### src/rtl/sram_seq_pkg.sv
package sram_seq_pkg;

   typedef enum logic [2:0] {
      ST_IDLE,
      ST_READ,
      ST_TURN,
      ST_WR_HIZ,
      ST_WR_DRV
   } seq_state_t;

   // whole clock cycles covering a nanosecond interval (rounded up)
   function automatic int unsigned ns_to_cyc(input int unsigned ns, input int unsigned period);
      return (ns + period - 1) / period;
   endfunction

   function automatic int unsigned umax(input int unsigned a, input int unsigned b);
      return (a > b) ? a : b;
   endfunction

endpackage

### src/rtl/sram_phase_cnt.sv
module sram_phase_cnt #(
   parameter int unsigned CNT_W = 4
) (
   input  logic             clk,
   input  logic             rst_n,
   input  logic             load,
   input  logic [CNT_W-1:0] load_val,
   output logic             at_zero
);

   logic [CNT_W-1:0] count_q;

   always_ff @(posedge clk) begin
      if (!rst_n) begin
         count_q <= '0;
      end else if (load) begin
         count_q <= load_val;
      end else if (count_q != '0) begin
         count_q <= count_q - 1'b1;
      end
   end

   assign at_zero = (count_q == '0);

endmodule

### src/rtl/sram_host_latch.sv
module sram_host_latch #(
   parameter int unsigned ADDR_W = 15,
   parameter int unsigned DATA_W = 8
) (
   input  logic              clk,
   input  logic              rst_n,
   input  logic              accept,
   input  logic [ADDR_W-1:0] in_addr,
   input  logic [DATA_W-1:0] in_wdata,
   output logic [ADDR_W-1:0] out_addr,
   output logic [DATA_W-1:0] out_wdata
);

   always_ff @(posedge clk) begin
      if (!rst_n) begin
         out_addr  <= '0;
         out_wdata <= '0;
      end else if (accept) begin
         out_addr  <= in_addr;
         out_wdata <= in_wdata;
      end
   end

endmodule

### src/rtl/sram_rd_capture.sv
module sram_rd_capture #(
   parameter int unsigned DATA_W     = 8,
   parameter bit          HOLD_RDATA = 1'b1
) (
   input  logic              clk,
   input  logic              rst_n,
   input  logic              capture,
   input  logic [DATA_W-1:0] bus_in,
   output logic [DATA_W-1:0] rdata,
   output logic              rvalid
);

   always_ff @(posedge clk) begin
      if (!rst_n) rvalid <= 1'b0;
      else        rvalid <= capture;
   end

   generate
      if (HOLD_RDATA) begin : g_hold
         // keep last captured byte until the next read completes
         always_ff @(posedge clk) begin
            if (!rst_n)       rdata <= '0;
            else if (capture) rdata <= bus_in;
         end
      end else begin : g_pulse
         // byte is only meaningful alongside rvalid
         always_ff @(posedge clk) begin
            if (!rst_n) rdata <= '0;
            else        rdata <= capture ? bus_in : '0;
         end
      end
   endgenerate

endmodule

### src/rtl/sram_seq_ctrl.sv
module sram_seq_ctrl
   import sram_seq_pkg::*;
#(
   parameter int unsigned ADDR_W        = 15,
   parameter int unsigned DATA_W        = 8,
   parameter int unsigned CLK_PERIOD_NS = 10,
   parameter int unsigned T_RC_NS       = 55,
   parameter int unsigned T_AA_NS       = 55,
   parameter int unsigned T_OE_NS       = 30,
   parameter int unsigned T_OHZ_NS      = 20,
   parameter int unsigned T_WC_NS       = 55,
   parameter int unsigned T_WP_NS       = 40,
   parameter int unsigned T_WZ_NS       = 25,
   parameter int unsigned T_DW_NS       = 25,
   parameter bit          HOLD_RDATA    = 1'b1
) (
   input  logic              clk,
   input  logic              rst_n,
   input  logic              req_valid,
   input  logic              req_write,
   input  logic [ADDR_W-1:0] req_addr,
   input  logic [DATA_W-1:0] req_wdata,
   output logic              host_ready,
   output logic [DATA_W-1:0] rd_data,
   output logic              rd_valid,
   output logic              mem_ce_n,
   output logic              mem_oe_n,
   output logic              mem_we_n,
   output logic [ADDR_W-1:0] mem_addr,
   output logic [DATA_W-1:0] mem_dq_out,
   input  logic [DATA_W-1:0] mem_dq_in,
   output logic              mem_dq_oe
);

   // ---------------- derived cycle counts ----------------
   localparam int unsigned RD_CYC   = umax(1, umax(umax(ns_to_cyc(T_RC_NS, CLK_PERIOD_NS),
                                                        ns_to_cyc(T_AA_NS, CLK_PERIOD_NS)),
                                                   ns_to_cyc(T_OE_NS, CLK_PERIOD_NS)));
   localparam int unsigned TURN_CYC = umax(1, ns_to_cyc(T_OHZ_NS, CLK_PERIOD_NS));
   localparam int unsigned WZ_CYC   = umax(1, ns_to_cyc(T_WZ_NS, CLK_PERIOD_NS));
   localparam int unsigned WLO_MIN  = umax(ns_to_cyc(T_WP_NS, CLK_PERIOD_NS),
                                           ns_to_cyc(T_WC_NS, CLK_PERIOD_NS));
   localparam int unsigned DRV_CYC  = umax(umax(1, ns_to_cyc(T_DW_NS, CLK_PERIOD_NS)),
                                           (WLO_MIN > WZ_CYC) ? (WLO_MIN - WZ_CYC) : 1);
   localparam int unsigned CNT_MAX  = umax(umax(RD_CYC, TURN_CYC), umax(WZ_CYC, DRV_CYC));
   localparam int unsigned CNT_W    = $clog2(CNT_MAX + 1);

   localparam logic [CNT_W-1:0] LD_RD   = CNT_W'(RD_CYC - 1);
   localparam logic [CNT_W-1:0] LD_TURN = CNT_W'(TURN_CYC - 1);
   localparam logic [CNT_W-1:0] LD_WZ   = CNT_W'(WZ_CYC - 1);
   localparam logic [CNT_W-1:0] LD_DRV  = CNT_W'(DRV_CYC - 1);

   // ---------------- elaboration checks ----------------
   generate
      if (ADDR_W < 1 || DATA_W < 1) begin : g_bad_width
         $error("sram_seq_ctrl: ADDR_W and DATA_W must be at least 1");
      end
      if (CLK_PERIOD_NS < 1) begin : g_bad_clk
         $error("sram_seq_ctrl: CLK_PERIOD_NS must be at least 1");
      end
   endgenerate

   // ---------------- sequencing state ----------------
   seq_state_t       state_q, state_d;
   logic             cnt_load;
   logic [CNT_W-1:0] cnt_val;
   logic             cnt_zero;
   logic             accept;
   logic             rd_done;

   assign host_ready = (state_q == ST_IDLE);
   assign accept     = host_ready && req_valid;

   always_comb begin
      state_d  = state_q;
      cnt_load = 1'b0;
      cnt_val  = '0;
      rd_done  = 1'b0;
      unique case (state_q)
         ST_IDLE: begin
            if (accept) begin
               cnt_load = 1'b1;
               if (req_write) begin
                  state_d = ST_WR_HIZ;
                  cnt_val = LD_WZ;
               end else begin
                  state_d = ST_READ;
                  cnt_val = LD_RD;
               end
            end
         end
         ST_READ: begin
            if (cnt_zero) begin
               rd_done  = 1'b1;
               state_d  = ST_TURN;
               cnt_load = 1'b1;
               cnt_val  = LD_TURN;
            end
         end
         ST_TURN: begin
            if (cnt_zero) state_d = ST_IDLE;
         end
         ST_WR_HIZ: begin
            if (cnt_zero) begin
               state_d  = ST_WR_DRV;
               cnt_load = 1'b1;
               cnt_val  = LD_DRV;
            end
         end
         ST_WR_DRV: begin
            if (cnt_zero) state_d = ST_IDLE;
         end
         default: state_d = ST_IDLE;
      endcase
   end

   always_ff @(posedge clk) begin
      if (!rst_n) state_q <= ST_IDLE;
      else        state_q <= state_d;
   end

   sram_phase_cnt #(.CNT_W(CNT_W)) u_phase_cnt (
      .clk      (clk),
      .rst_n    (rst_n),
      .load     (cnt_load),
      .load_val (cnt_val),
      .at_zero  (cnt_zero)
   );

   // ---------------- strobes, registered from next state ----------------
   always_ff @(posedge clk) begin
      if (!rst_n) begin
         mem_ce_n  <= 1'b1;
         mem_oe_n  <= 1'b1;
         mem_we_n  <= 1'b1;
         mem_dq_oe <= 1'b0;
      end else begin
         mem_ce_n  <= !(state_d == ST_READ || state_d == ST_WR_HIZ || state_d == ST_WR_DRV);
         mem_oe_n  <= !(state_d == ST_READ);
         mem_we_n  <= !(state_d == ST_WR_HIZ || state_d == ST_WR_DRV);
         mem_dq_oe <= (state_d == ST_WR_DRV);
      end
   end

   // ---------------- host side data path ----------------
   sram_host_latch #(.ADDR_W(ADDR_W), .DATA_W(DATA_W)) u_host_latch (
      .clk       (clk),
      .rst_n     (rst_n),
      .accept    (accept),
      .in_addr   (req_addr),
      .in_wdata  (req_wdata),
      .out_addr  (mem_addr),
      .out_wdata (mem_dq_out)
   );

   sram_rd_capture #(.DATA_W(DATA_W), .HOLD_RDATA(HOLD_RDATA)) u_rd_capture (
      .clk     (clk),
      .rst_n   (rst_n),
      .capture (rd_done),
      .bus_in  (mem_dq_in),
      .rdata   (rd_data),
      .rvalid  (rd_valid)
   );

endmodule

### config.mk
export PLATFORM = sky130hd
export DESIGN_NAME = sram_seq_ctrl
export DESIGN_NICKNAME = d
export VERILOG_FILES = /design/src/rtl/sram_seq_pkg.sv /design/src/rtl/sram_phase_cnt.sv /design/src/rtl/sram_host_latch.sv /design/src/rtl/sram_rd_capture.sv /design/src/rtl/sram_seq_ctrl.sv
export SDC_FILE = /design/constraint.sdc
export NUM_CORES = 1
export LEC_CHECK = 0
export ABC_CLOCK_PERIOD_IN_PS = 1800
export BUFFER_PORTS_ARGS = -buffer_cell sky130_fd_sc_hd__buf_2
export CORE_MARGIN = 1.5
export CORE_UTILIZATION = 42
export DETAILED_ROUTE_END_ITERATION = 6
export PLACE_DENSITY_LB_ADDON = 0.05
export SETUP_SLACK_MARGIN = 0.4
export SLEW_MARGIN = 20
export SYNTH_ARGS = -nofsm -noshare
export SYNTH_HDL_FRONTEND = slang
export SYNTH_SLANG_ARGS = --single-unit
### constraint.sdc
create_clock -name clk -period 1.8 [get_ports clk]
set_clock_uncertainty 0.2 [all_clocks]
set_input_delay 0.09 -clock clk [delete_from_list [all_inputs] [get_ports clk]]
set_output_delay 0.09 -clock clk [all_outputs]
set_load 0.02 [all_outputs]
---- Word level (Yosys, flattened, before mapping) ----
Cells that the tools add are included.
word-level totals
  flip-flop bits (word level) ............. 42
  input port bits ......................... 35
  output and inout port bits .............. 37
  word-level logic and storage cells ...... 48
cells by class
  $add $sub $neg .......................... 1
  eq/ne operators ......................... 7
  muxes and demuxes ....................... 17
  reduce and logical (&&, ||, !) cells .... 13
operators by type and width
  operator             number
  $mux 3               8
  $pmux 3 s4           1
  $eq 3x2->1 const B   3
  $pmux 3 s3           1
  $eq 3x1->1 const B   2
  $eq 3x3->1 const B   2
  $logic_not 3->1      2
  $mux 1               4
  $mux 2               2
  $reduce_or 2->1      2
  $logic_not 1->1      3
  $logic_or 1x1->1     3
  $reduce_bool 3->1    1
  $sub 3x1->3 const B  1
  $pmux 1 s2           1
  $reduce_bool 2->1    1
  $logic_and 1x1->1    1

---- Logic depth before layout (Yosys ltp) ----
Gate-level depths: netlist of the first run.
  depth in word-level cells ............... 8
  depth in mapped cells ................... 6
  gate-level depth less buffers ........... 5

---- By module ----
Synthesis of the first run repeated with hierarchy kept, for this count alone.
unflattened totals
  cells, all modules ...................... 160
  area, all modules ....................... 1,778.0 sq um
modules (own cells, without submodules)
  module           instances  cells each  area each (sq um)  sequential area each (sq um)
  sram_host_latch  1          74          893.4              460.4
  sram_seq_ctrl    1          37          350.3              140.1
  sram_rd_capture  1          27          329.1              180.2
  sram_phase_cnt   1          22          205.2              60.1

---- Least setup slack after synthesis of the first run ----
Ideal clock, no wire load.
  kind .................................... register -> register
  from .................................... reg u_phase_cnt.count_q[0]
  to ...................................... reg u_phase_cnt.count_q[0]
  setup time .............................. 0.074 ns
  data arrival time ....................... 1.427 ns
  required time ........................... 1.526 ns
  path slack .............................. 0.099 ns
  stages on the path, launching flop included .. 7
  path buffers ............................ 1
  period minus slack after synthesis ...... 1.701 ns
  cells stage by stage .................... dfxtp_1 inv_1 ha_1 and4bb_2 buf_2 a221o_1 a31oi_2
between the ends
  longest elaborated chain between the ends .. 4
  elaborated cells on any way between the ends .. 10
  those cells by class .................... add/sub (1); mux (6); reduce/logical (3)
RTL lines
  item                                                                 RTL line              text
  start: declaration                                                   sram_phase_cnt.sv:11  logic [CNT_W-1:0] count_q;
  start signal: assignment                                             sram_phase_cnt.sv:17  count_q <= load_val;
  start signal: assignment                                             sram_phase_cnt.sv:19  count_q <= count_q - 1'b1;
  parallel branches: the longest is 4 deep, another holds $sub 3x1->3  n/a
Parallel ways; which one is timed is not known. The select of a mux whose other input is x is not followed.
A chain may end at the register's enable or synchronous reset.

---- Worst setup path in the final report of the first run ----
  from .................................... reg u_phase_cnt.count_q[1]
  to ...................................... reg u_phase_cnt.count_q[0]
between the ends
  longest elaborated chain between the ends .. 4
  elaborated cells on any way between the ends .. 8
  those cells by class .................... mux (5); reduce/logical (3)
RTL lines
  item                                                RTL line                                   text
  $logic_not 3->1                                     sram_phase_cnt.sv:23                       assign at_zero = (count_q == '0);
  $mux 1                                              sram_seq_ctrl.sv:93, sram_seq_ctrl.sv:104
  $pmux 3 s3 / $pmux 1 s2 (equally long branches)     sram_seq_ctrl.sv:79                        unique case (state_q)
  $mux 3 / $reduce_bool 2->1 (equally long branches)  n/a
Several ways; a longest one is shown, not always the timed one.

==> metrics.yaml, run 1 <==
area.growth.synth_to_final_pct: 56.7
worst_setup_path_startpoint: "u_phase_cnt.count_q[1]$_SDFFE_PN0P_"
crit_path_top_delay_cell: "sky130_fd_sc_hd__dfxtp_2"
crit_required_ps: 1820
ys_warn_count: 0
flip_flop_and_latch_count_after_synthesis: 42
grt_pass1_vias: 1571
place.detailed.instances: 299
max_clock_freq_mhz: 662
crit_path_end: "u_phase_cnt.count_q[0]$_SDFFE_PN0P_"
grt_antenna_before_repair: 0
die_height_um: 66.5
grt_first_pass_wirelength_um: 7110
cp-end-kind: "register"
gp_congestion: 0.748
irDropWorstVdd_v: 0.000581
max-clock-path-buffers: 2
r2r_slack_ps: 290
most-common-layout-cells: "71 x sky130_fd_sc_hd__buf_2, 45 x sky130_fd_sc_hd__nand2_1, 37 x sky130_fd_sc_hd__dfxtp_1, 34 x sky130_fd_sc_hd__dlygate4sd3_1, 30 x sky130_fd_sc_hd__a21oi_1"
netlist-cell-type-count: 35
synthesis.area_per_instance_um2: 9.02
cts.clk_slew.worst_paths_ps: 80
mappedNetlistNets: 225
die-area_um2: 4430
tritonroute_pass_1_iters: 4
cp_max_fo: 6
post_drt_wl_per_cell_um: 12.8
outcome: "finished clean"
finalMaxSlewViolations: 0
timing.reg2reg.worst_path_depth: 5
syn-instance-count: 188
grt-ovfl-total: 0
period_needed_ps: 1510
gr-usage-all-layers_pct: 21.2
route.detailed.vias_per_inst: 4.92
cts_tree: "built"
filler_cell_count: 323
report.final.hold_viol_count: 0
vias: 1727
cts_root_buf: "sky130_fd_sc_hd__clkbuf_8"
initial_core_util_pct: 45.0
reg2reg_to: "u_phase_cnt.count_q[0]$_SDFFE_PN0P_"
drc: 0
mappedNetlistArea_um2: 1700
critical-path-max-stage-delay_ps: 340
coreArea_um2: 3770
worst_setup_path_start_kind: "register"
critical_path.cell_chain: "inv_2 > ha_4 > and4bb_4 > a221o_1 > a31oi_2"
leakagePower_nw: 1.18
r2r-start: "u_phase_cnt.count_q[1]$_SDFFE_PN0P_"
portBuffers: 71
worst_margin_pin_slew_ps: 392
p_total_mw: 3.13
clk_latency_ps: 290
grt_setup_unrepaired: "yes"
post_route_cells_drive_above_1_share_pct: 38.6
htree_num_levels: 2
design.final.nets: 340
layout.cells.most_common: "sky130_fd_sc_hd__buf_2"
cts_made_buffers: 5
grt_start_max_net_pins: 29
placementRows: 22
setup.worst_path.class: "register to register"
finalSetupTns_ps: 0
io-pin-count: 72
hpwl_reported_at_the_end_of_detailed_placement_um: 2470
maxCapViolCount: 0
antenna_cells: 0
cp.arrival_ps: 1530
slew_headroom_pct: 73.7
floorplan.die.width_um: 66.5
power_density_nw_per_um2: 1180
sequential_share_of_the_synthesized_area_pct: 49.6
min_period_over_period_pct: 83.9
clkSinkCount: 42
worst_hold_path_type: "primary input to register"
final-setup-viol-count: 0
route.antenna.remaining_nets: 0
wirelength_routed_um: 4510
dr.first_iter.drc_count: 96
instances_no_fill: 351
what timing repair did:
action,in CTS,in global routing
endpoints found under the hold margin,39,0
gates resized for setup,14,8
buffers inserted,3,5
gates cloned,3,0
setup endpoints to repair,42,42
pin swaps,6,4
hold buffers,34,0
per-layer routing:
metal	vias to the layer above	global-route usage, %	part of all wire, %
li1	883	-	-
met1	779	26.7	46
met2	59	35.3	48
met3	6	6.25	5.0
met4	0	5.61	0.93
met5	-	0	0
critical path, delay by kind of cell (launching register included):
kind	cells	cell delay (ps)
simple gates	1	220
flops	1	340
compound gates	2	440
buf+inv	1	50
fa+ha+maj	1	170
power by group:
part | internal, mW | switching (mW) | total, mW | leakage, nW
clock network | 0.261 | 0.324 | 0.584 | 0.0438
registers | 1.10 | 0.122 | 1.22 | 0.346
logic | 0.646 | 0.685 | 1.33 | 0.785
final cells by class:
cell class / count / area, µm² / share of cell area, %
clock buffers: 5 / 68.8 / 2.59
repair buffers: 120 / 825 / 31.0
well taps: 48 / 60.1 / 2.26
multi-input cells: 131 / 827 / 31.1
clock inverters: 2 / 10.0 / 0.377
flip-flops and latches: 42 / 855 / 32.2
inverters: 3 / 11.3 / 0.424
through the flow:
step	worst slack, ps	utilization, %	instance area, µm²	hold slack [ps]
after floorplan	165	-	1730	-21.4
after global placement	177	55.2	2080	135
after detailed placement	163	55.2	2080	137
after CTS	298	69.0	2600	49.2
after global routing	231	70.4	2660	77.3
final	290	70.4	2660	40.7
cells by family after synthesis:
family          share of synthesized area [%]
simple gates                             23.2
compound gates                           17.8
buf+inv                                  7.38
fa+ha+maj                                1.48
xor+xnor                                0.517
flops                                    49.6
flip-flops by register name, summed over array words and instances, names as in the netlist:
name	cells
u_phase_cnt.count_q	3
u_rd_capture.rdata	8
mem_dq_oe	1
state_q	3
mem_we_n	1
u_host_latch.out_wdata	8
u_host_latch.out_addr	15
u_rd_capture.rvalid	1
mem_oe_n	1
mem_ce_n	1
synth_stat cells:
| cell | number | area [µm²] |
|---|---|---|
| sky130_fd_sc_hd__nor3b_1 | 2 | 15.0 |
| sky130_fd_sc_hd__a2111o_1 | 1 | 11.3 |
| sky130_fd_sc_hd__nor2b_1 | 2 | 12.5 |
| sky130_fd_sc_hd__a21oi_1 | 32 | 160 |
| sky130_fd_sc_hd__nand2_1 | 45 | 169 |
| sky130_fd_sc_hd__ha_1 | 2 | 25.0 |
| sky130_fd_sc_hd__nor4b_4 | 1 | 23.8 |
| sky130_fd_sc_hd__a32oi_1 | 1 | 8.76 |
| sky130_fd_sc_hd__xnor2_1 | 1 | 8.76 |
| sky130_fd_sc_hd__a2111oi_1 | 1 | 10.0 |
| sky130_fd_sc_hd__a22o_1 | 1 | 8.76 |
| sky130_fd_sc_hd__nand2_2 | 1 | 6.26 |
| sky130_fd_sc_hd__buf_4 | 2 | 15.0 |
| sky130_fd_sc_hd__or4b_4 | 1 | 13.8 |
| sky130_fd_sc_hd__o21ai_0 | 8 | 40.0 |
| sky130_fd_sc_hd__inv_1 | 2 | 7.51 |
| sky130_fd_sc_hd__nand3b_1 | 9 | 67.6 |
| sky130_fd_sc_hd__buf_6 | 5 | 56.3 |
| sky130_fd_sc_hd__buf_8 | 1 | 15.0 |
| sky130_fd_sc_hd__and3b_1 | 1 | 8.76 |
| sky130_fd_sc_hd__and2_1 | 4 | 25.0 |
| sky130_fd_sc_hd__nor3_1 | 3 | 15.0 |
| sky130_fd_sc_hd__a221o_1 | 1 | 10.0 |
| sky130_fd_sc_hd__nand2b_1 | 1 | 6.26 |
| sky130_fd_sc_hd__a32o_1 | 1 | 10.0 |
| sky130_fd_sc_hd__buf_2 | 1 | 5.00 |
| sky130_fd_sc_hd__a22oi_1 | 2 | 15.0 |
| sky130_fd_sc_hd__clkinv_1 | 1 | 3.75 |
| sky130_fd_sc_hd__nand4bb_1 | 1 | 11.3 |
| sky130_fd_sc_hd__clkbuf_1 | 6 | 22.5 |
| sky130_fd_sc_hd__a31oi_2 | 1 | 12.5 |
| sky130_fd_sc_hd__dfxtp_1 | 42 | 841 |
| sky130_fd_sc_hd__and4bb_2 | 1 | 12.5 |
| sky130_fd_sc_hd__nor2_1 | 2 | 7.51 |
| sky130_fd_sc_hd__a211oi_1 | 2 | 15.0 |
worst min path at each step:
| stage | from | end | slack [ps] | depth (start not counted) |
|---|---|---|---|---|
| 2_1_floorplan | rst_n | mem_we_n$_SDFF_PN1_ | -20 | 1 |
| 3_3_place_gp | req_wdata[1] | u_host_latch.out_wdata[1]$_SDFFE_PN0P_ | 130 | 3 |
| 5_1_grt | rst_n | u_phase_cnt.count_q[0]$_SDFFE_PN0P_ | 80 | 4 |
| 4_1_cts | rst_n | mem_oe_n$_SDFF_PN1_ | 50 | 4 |
| 6_report | rst_n | mem_oe_n$_SDFF_PN1_ | 40 | 4 |
| 3_5_place_dp | req_addr[13] | u_host_latch.out_addr[13]$_SDFFE_PN0P_ | 140 | 3 |
No activity file was read; power rests on OpenSTA's default activity.
==> inputs of run 2 (changes only) <==
--- a/config.mk
+++ b/config.mk
@@ -5,10 +5,11 @@
 export SDC_FILE = /design/constraint.sdc
 export NUM_CORES = 1
 export LEC_CHECK = 0
-export ABC_CLOCK_PERIOD_IN_PS = 1800
+export ABC_AREA = 1
+export ABC_CLOCK_PERIOD_IN_PS = 1400
 export BUFFER_PORTS_ARGS = -buffer_cell sky130_fd_sc_hd__buf_2
 export CORE_MARGIN = 1.5
-export CORE_UTILIZATION = 42
+export CORE_UTILIZATION = 47
 export DETAILED_ROUTE_END_ITERATION = 6
 export PLACE_DENSITY_LB_ADDON = 0.05
 export SETUP_SLACK_MARGIN = 0.4
==> constraint.sdc (replaced) <==
create_clock -name clk -period 1.4 [get_ports clk]
set_clock_uncertainty 0.2 [all_clocks]
set_input_delay 0.07 -clock clk [delete_from_list [all_inputs] [get_ports clk]]
set_output_delay 0.07 -clock clk [all_outputs]
set_load 0.02 [all_outputs]
==> metrics.yaml, run 2 <==
floorplan.die.width_um: 63.8
grt_antenna_before_repair: 0
grt-worst-endpoint: "u_rd_capture.rdata[7]$_SDFFE_PN0P_/D"
place.detailed.instances: 324
hpwl_reported_at_the_end_of_detailed_placement_um: 2760
netlist.top_cell.by_area: "sky130_fd_sc_hd__dfxtp_1"
synth.most_common_cell: "sky130_fd_sc_hd__dfxtp_1"
outcome: "did not finish"
synth_xor_area_share_pct: 0.504
synth-edff-count: 0
synth-simple-area-share_pct: 25.8
ys_warn_count: 0
synth-compound-area-share_pct: 15.8
main_combinational_cell_family_by_area_after_synthesis: "simple AND/OR/NAND/NOR gates"
gp_congestion: 0.782
portBuffers: 71
error: "[ERROR DPL-0033] detailed placement checks failed during check placement."
die_height_um: 63.8
syn-instance-count: 201
sequential_share_of_the_synthesized_area_pct: 48.4
place_area_um2: 2390
synth.area.mux_share_pct: 0
mappedNetlistArea_um2: 1740
htree_num_levels: 2
synth_async_sr_flop_share_pct: 0
clkSinkCount: 42
synthesis.area_per_instance_um2: 8.65
postSynth.topFlopCell: "sky130_fd_sc_hd__dfxtp_1"
initial_core_util_pct: 50.5
synthAdderAreaFrac_pct: 1.44
cts_root_buf: "sky130_fd_sc_hd__clkbuf_8"
max-clock-path-buffers: 2
worstEndpointType: "register data pin"
leading_post_synthesis_cells_by_cell_area: "sky130_fd_sc_hd__dfxtp_1 48%, sky130_fd_sc_hd__a21oi_2 11%, sky130_fd_sc_hd__nand2_1 8.0%"
flip_flop_and_latch_count_after_synthesis: 42
synth_top_cells_by_count: "42 x sky130_fd_sc_hd__dfxtp_1, 37 x sky130_fd_sc_hd__nand2_1, 22 x sky130_fd_sc_hd__nor2_1"
haltStage: "global routing (5_1_grt)"
netlist-cell-type-count: 23
synth_largest_type_area_fraction_pct: 48.4
grt_start_max_net_pins: 21
io-pin-count: 72
placementRows: 21
cts_made_buffers: 5
mappedNetlistNets: 238
run 2: metrics by stage:
stage / worst slack, ps / hold WS, ps
CTS: -41.9 / -154
floorplan: 16.8 / -0.992
global placement: -6.32 / 101
detailed placement: -43.4 / 111
run 2: what timing repair did:
action | CTS
endpoints found under the setup margin | 79
gates resized for setup | 113
hold buffers | 31
pin swaps | 7
hold endpoints to repair | 36
setup buffers | 4
run 2: cell families after synthesis:
logic type / count (synthesis)
buf+inv: 25
flops: 42
compound gates: 39
simple gates: 92
fa+ha+maj: 2
xor+xnor: 1
==> inputs of run 3 (changes only) <==
--- a/config.mk
+++ b/config.mk
@@ -9,10 +9,9 @@
 export ABC_CLOCK_PERIOD_IN_PS = 1400
 export BUFFER_PORTS_ARGS = -buffer_cell sky130_fd_sc_hd__buf_2
 export CORE_MARGIN = 1.5
-export CORE_UTILIZATION = 47
+export CORE_UTILIZATION = 40
 export DETAILED_ROUTE_END_ITERATION = 6
-export PLACE_DENSITY_LB_ADDON = 0.05
-export SETUP_SLACK_MARGIN = 0.4
+export PLACE_DENSITY_LB_ADDON = 0.15
 export SLEW_MARGIN = 20
 export SYNTH_ARGS = -nofsm -noshare
 export SYNTH_HDL_FRONTEND = slang
==> metrics.yaml, run 3 <==
mappedNetlistNets: 238
worst_hold_path_type: "register to register"
cts_root_buf: "sky130_fd_sc_hd__clkbuf_8"
antenna_cells: 0
maxCapViolCount: 0
slew_headroom_pct: 64.7
netlist.top_cell.by_area: "sky130_fd_sc_hd__dfxtp_1"
initial_core_util_pct: 42.5
die-area_um2: 4750
portBuffers: 71
dr.first_iter.drc_count: 56
top_register: "u_host_latch.out_addr"
ys_warn_count: 0
place.detailed.instances: 329
grt_pass1_vias: 1666
highest_layer: "met4"
leading_post_synthesis_cells_by_cell_area: "sky130_fd_sc_hd__dfxtp_1 48%, sky130_fd_sc_hd__a21oi_2 11%, sky130_fd_sc_hd__nand2_1 8.0%"
synth-edff-count: 0
synth_async_sr_flop_share_pct: 0
most-common-layout-cells: "70 x sky130_fd_sc_hd__buf_2, 39 x sky130_fd_sc_hd__dfxtp_1, 35 x sky130_fd_sc_hd__dlygate4sd3_1, 34 x sky130_fd_sc_hd__nand2_1"
layout.cells.most_common: "sky130_fd_sc_hd__buf_2"
synth_top_cells_by_count: "42 x sky130_fd_sc_hd__dfxtp_1, 37 x sky130_fd_sc_hd__nand2_1, 22 x sky130_fd_sc_hd__nor2_1"
cts_tree: "built"
crit_required_ps: 1390
p_total_mw: 4.75
die_height_um: 68.9
synth.most_common_cell: "sky130_fd_sc_hd__dfxtp_1"
grt_start_max_net_pins: 16
report.final.hold_viol_count: 0
hpwl_reported_at_the_end_of_detailed_placement_um: 2830
htree_num_levels: 2
synth_largest_type_area_fraction_pct: 48.4
cp_max_fo: 6
finalMaxSlewViolations: 0
design.final.nets: 364
cts.clk_slew.worst_paths_ps: 80
post_route_cells_drive_above_1_share_pct: 53.0
instances_no_fill: 378
cp.arrival_ps: 1500
setup.worst_path.class: "register to register"
outcome: "finished, violations left"
drc: 0
tritonroute_pass_1_iters: 4
layout_top_registers: "u_host_latch.out_addr (15), u_host_latch.out_wdata (8), u_rd_capture.rdata (8)"
gp_congestion: 0.742
grt_antenna_before_repair: 0
final-setup-viol-count: 16
leakagePower_nw: 1.31
io-pin-count: 72
power_density_nw_per_um2: 1640
placementRows: 23
vias: 1741
route.antenna.remaining_nets: 0
worst_margin_pin_slew_ps: 528
floorplan.die.width_um: 68.9
clk_latency_ps: 290
period_needed_ps: 1510
max-clock-path-buffers: 2
netlist-cell-type-count: 23
flip_flop_and_latch_count_after_synthesis: 42
clkSinkCount: 42
finalSetupTns_ps: -1160
route.met2.wl_um: 2350
grt_first_pass_wirelength_um: 7260
met3WireLength_um: 189
sequential_share_of_the_synthesized_area_pct: 48.4
wirelength_routed_um: 4600
grt-ovfl-total: 0
violated_checks: "setup timing"
pre_cts_ws_ps: -103
irDropWorstVdd_v: 0.000790
min_period_over_period_pct: 108
cp-end-kind: "register"
area.growth.synth_to_final_pct: 66.1
postSynth.topFlopCell: "sky130_fd_sc_hd__dfxtp_1"
grt_setup_unrepaired: "yes"
post_drt_wl_per_cell_um: 12.2
coreArea_um2: 4090
wl_met1_um: 2000
largest_register_ff_count: 15
max_clock_freq_mhz: 660
gr-usage-all-layers_pct: 20.6
mappedNetlistArea_um2: 1740
syn-instance-count: 201
cts_made_buffers: 5
final.setup.worst_slack_ps: -115
holdWs_ps: 270
worst_setup_path_start_kind: "register"
synthesis.area_per_instance_um2: 8.65
route.detailed.vias_per_inst: 4.61
[run 3: cell counts after synthesis]
No cell type changed its count.
[run 3: final timing paths]
path	slack, ps	from	to	cells past startpoint
hold reg to reg	270	u_host_latch.out_wdata[3]$_SDFFE_PN0P_	u_host_latch.out_wdata[3]$_SDFFE_PN0P_	2
setup reg to reg	-110	u_phase_cnt.count_q[1]$_SDFFE_PN0P_	u_rd_capture.rdata[6]$_SDFFE_PN0P_	8
hold / removal	270	u_host_latch.out_wdata[3]$_SDFFE_PN0P_	u_host_latch.out_wdata[3]$_SDFFE_PN0P_	2
setup / recovery	-110	u_phase_cnt.count_q[1]$_SDFFE_PN0P_	u_rd_capture.rdata[6]$_SDFFE_PN0P_	8
[run 3: power by group]
part           total [mW]  internal, mW  switching [mW]
Clock               0.810         0.396           0.414
Combinational        2.35          1.08            1.26
Sequential           1.59          1.44           0.150
Total                4.75          2.92            1.83
[run 3: logic make-up after synthesis]
group	synth area share (%)
buffers and inverters	8.14
adder cells (fa/ha/maj)	1.44
XOR/XNOR	0.504
flip-flops	48.4
AO/OA/AOI/OAI	15.8
AND/OR/NAND/NOR	25.8
[run 3: cell type report]
type,count,area (µm²)
fillers,320,1200
inverters,16,77.6
repair buffers,128,943
well taps,50,62.6
clock inverters,2,12.5
flip-flops and latches,42,845
multi-input cells,134,863
clock buffers,6,82.6
[run 3: timing repair]
action | in CTS | in global routing
setup endpoints to repair | 15 | 42
cloned | 1 | 1
pin swaps | 15 | 7
buffers inserted | 3 | 2
gates resized for setup | 26 | 8
endpoints found under the hold margin | 36 | 0
hold buffers | 35 | 0
[run 3: through the flow]
step | util (%) | instance area [µm²]
after floorplan | - | 1760
after global placement | 54.8 | 2240
after detailed placement | 54.8 | 2240
after CTS | 69.0 | 2820
after global routing | 70.6 | 2890
final | 70.6 | 2890
[run 3: metal layers]
layer | vias to the layer above | global-route usage (%)
met3 | 8 | 5.52
met5 | - | 0
met2 | 43 | 35.2
met1 | 801 | 24.4
li1 | 889 | -
met4 | 0 | 8.33
[run 3: worst max-delay path: stages, from the launching register on]
cell and delay, ps:
sky130_fd_sc_hd__dfxtp_2 330, sky130_fd_sc_hd__inv_2 70, sky130_fd_sc_hd__ha_4 140, sky130_fd_sc_hd__inv_2 40
sky130_fd_sc_hd__nor2_4 150, sky130_fd_sc_hd__nand3_4 130, sky130_fd_sc_hd__buf_16 170, sky130_fd_sc_hd__o21ai_2 120
sky130_fd_sc_hd__nor2_1 60
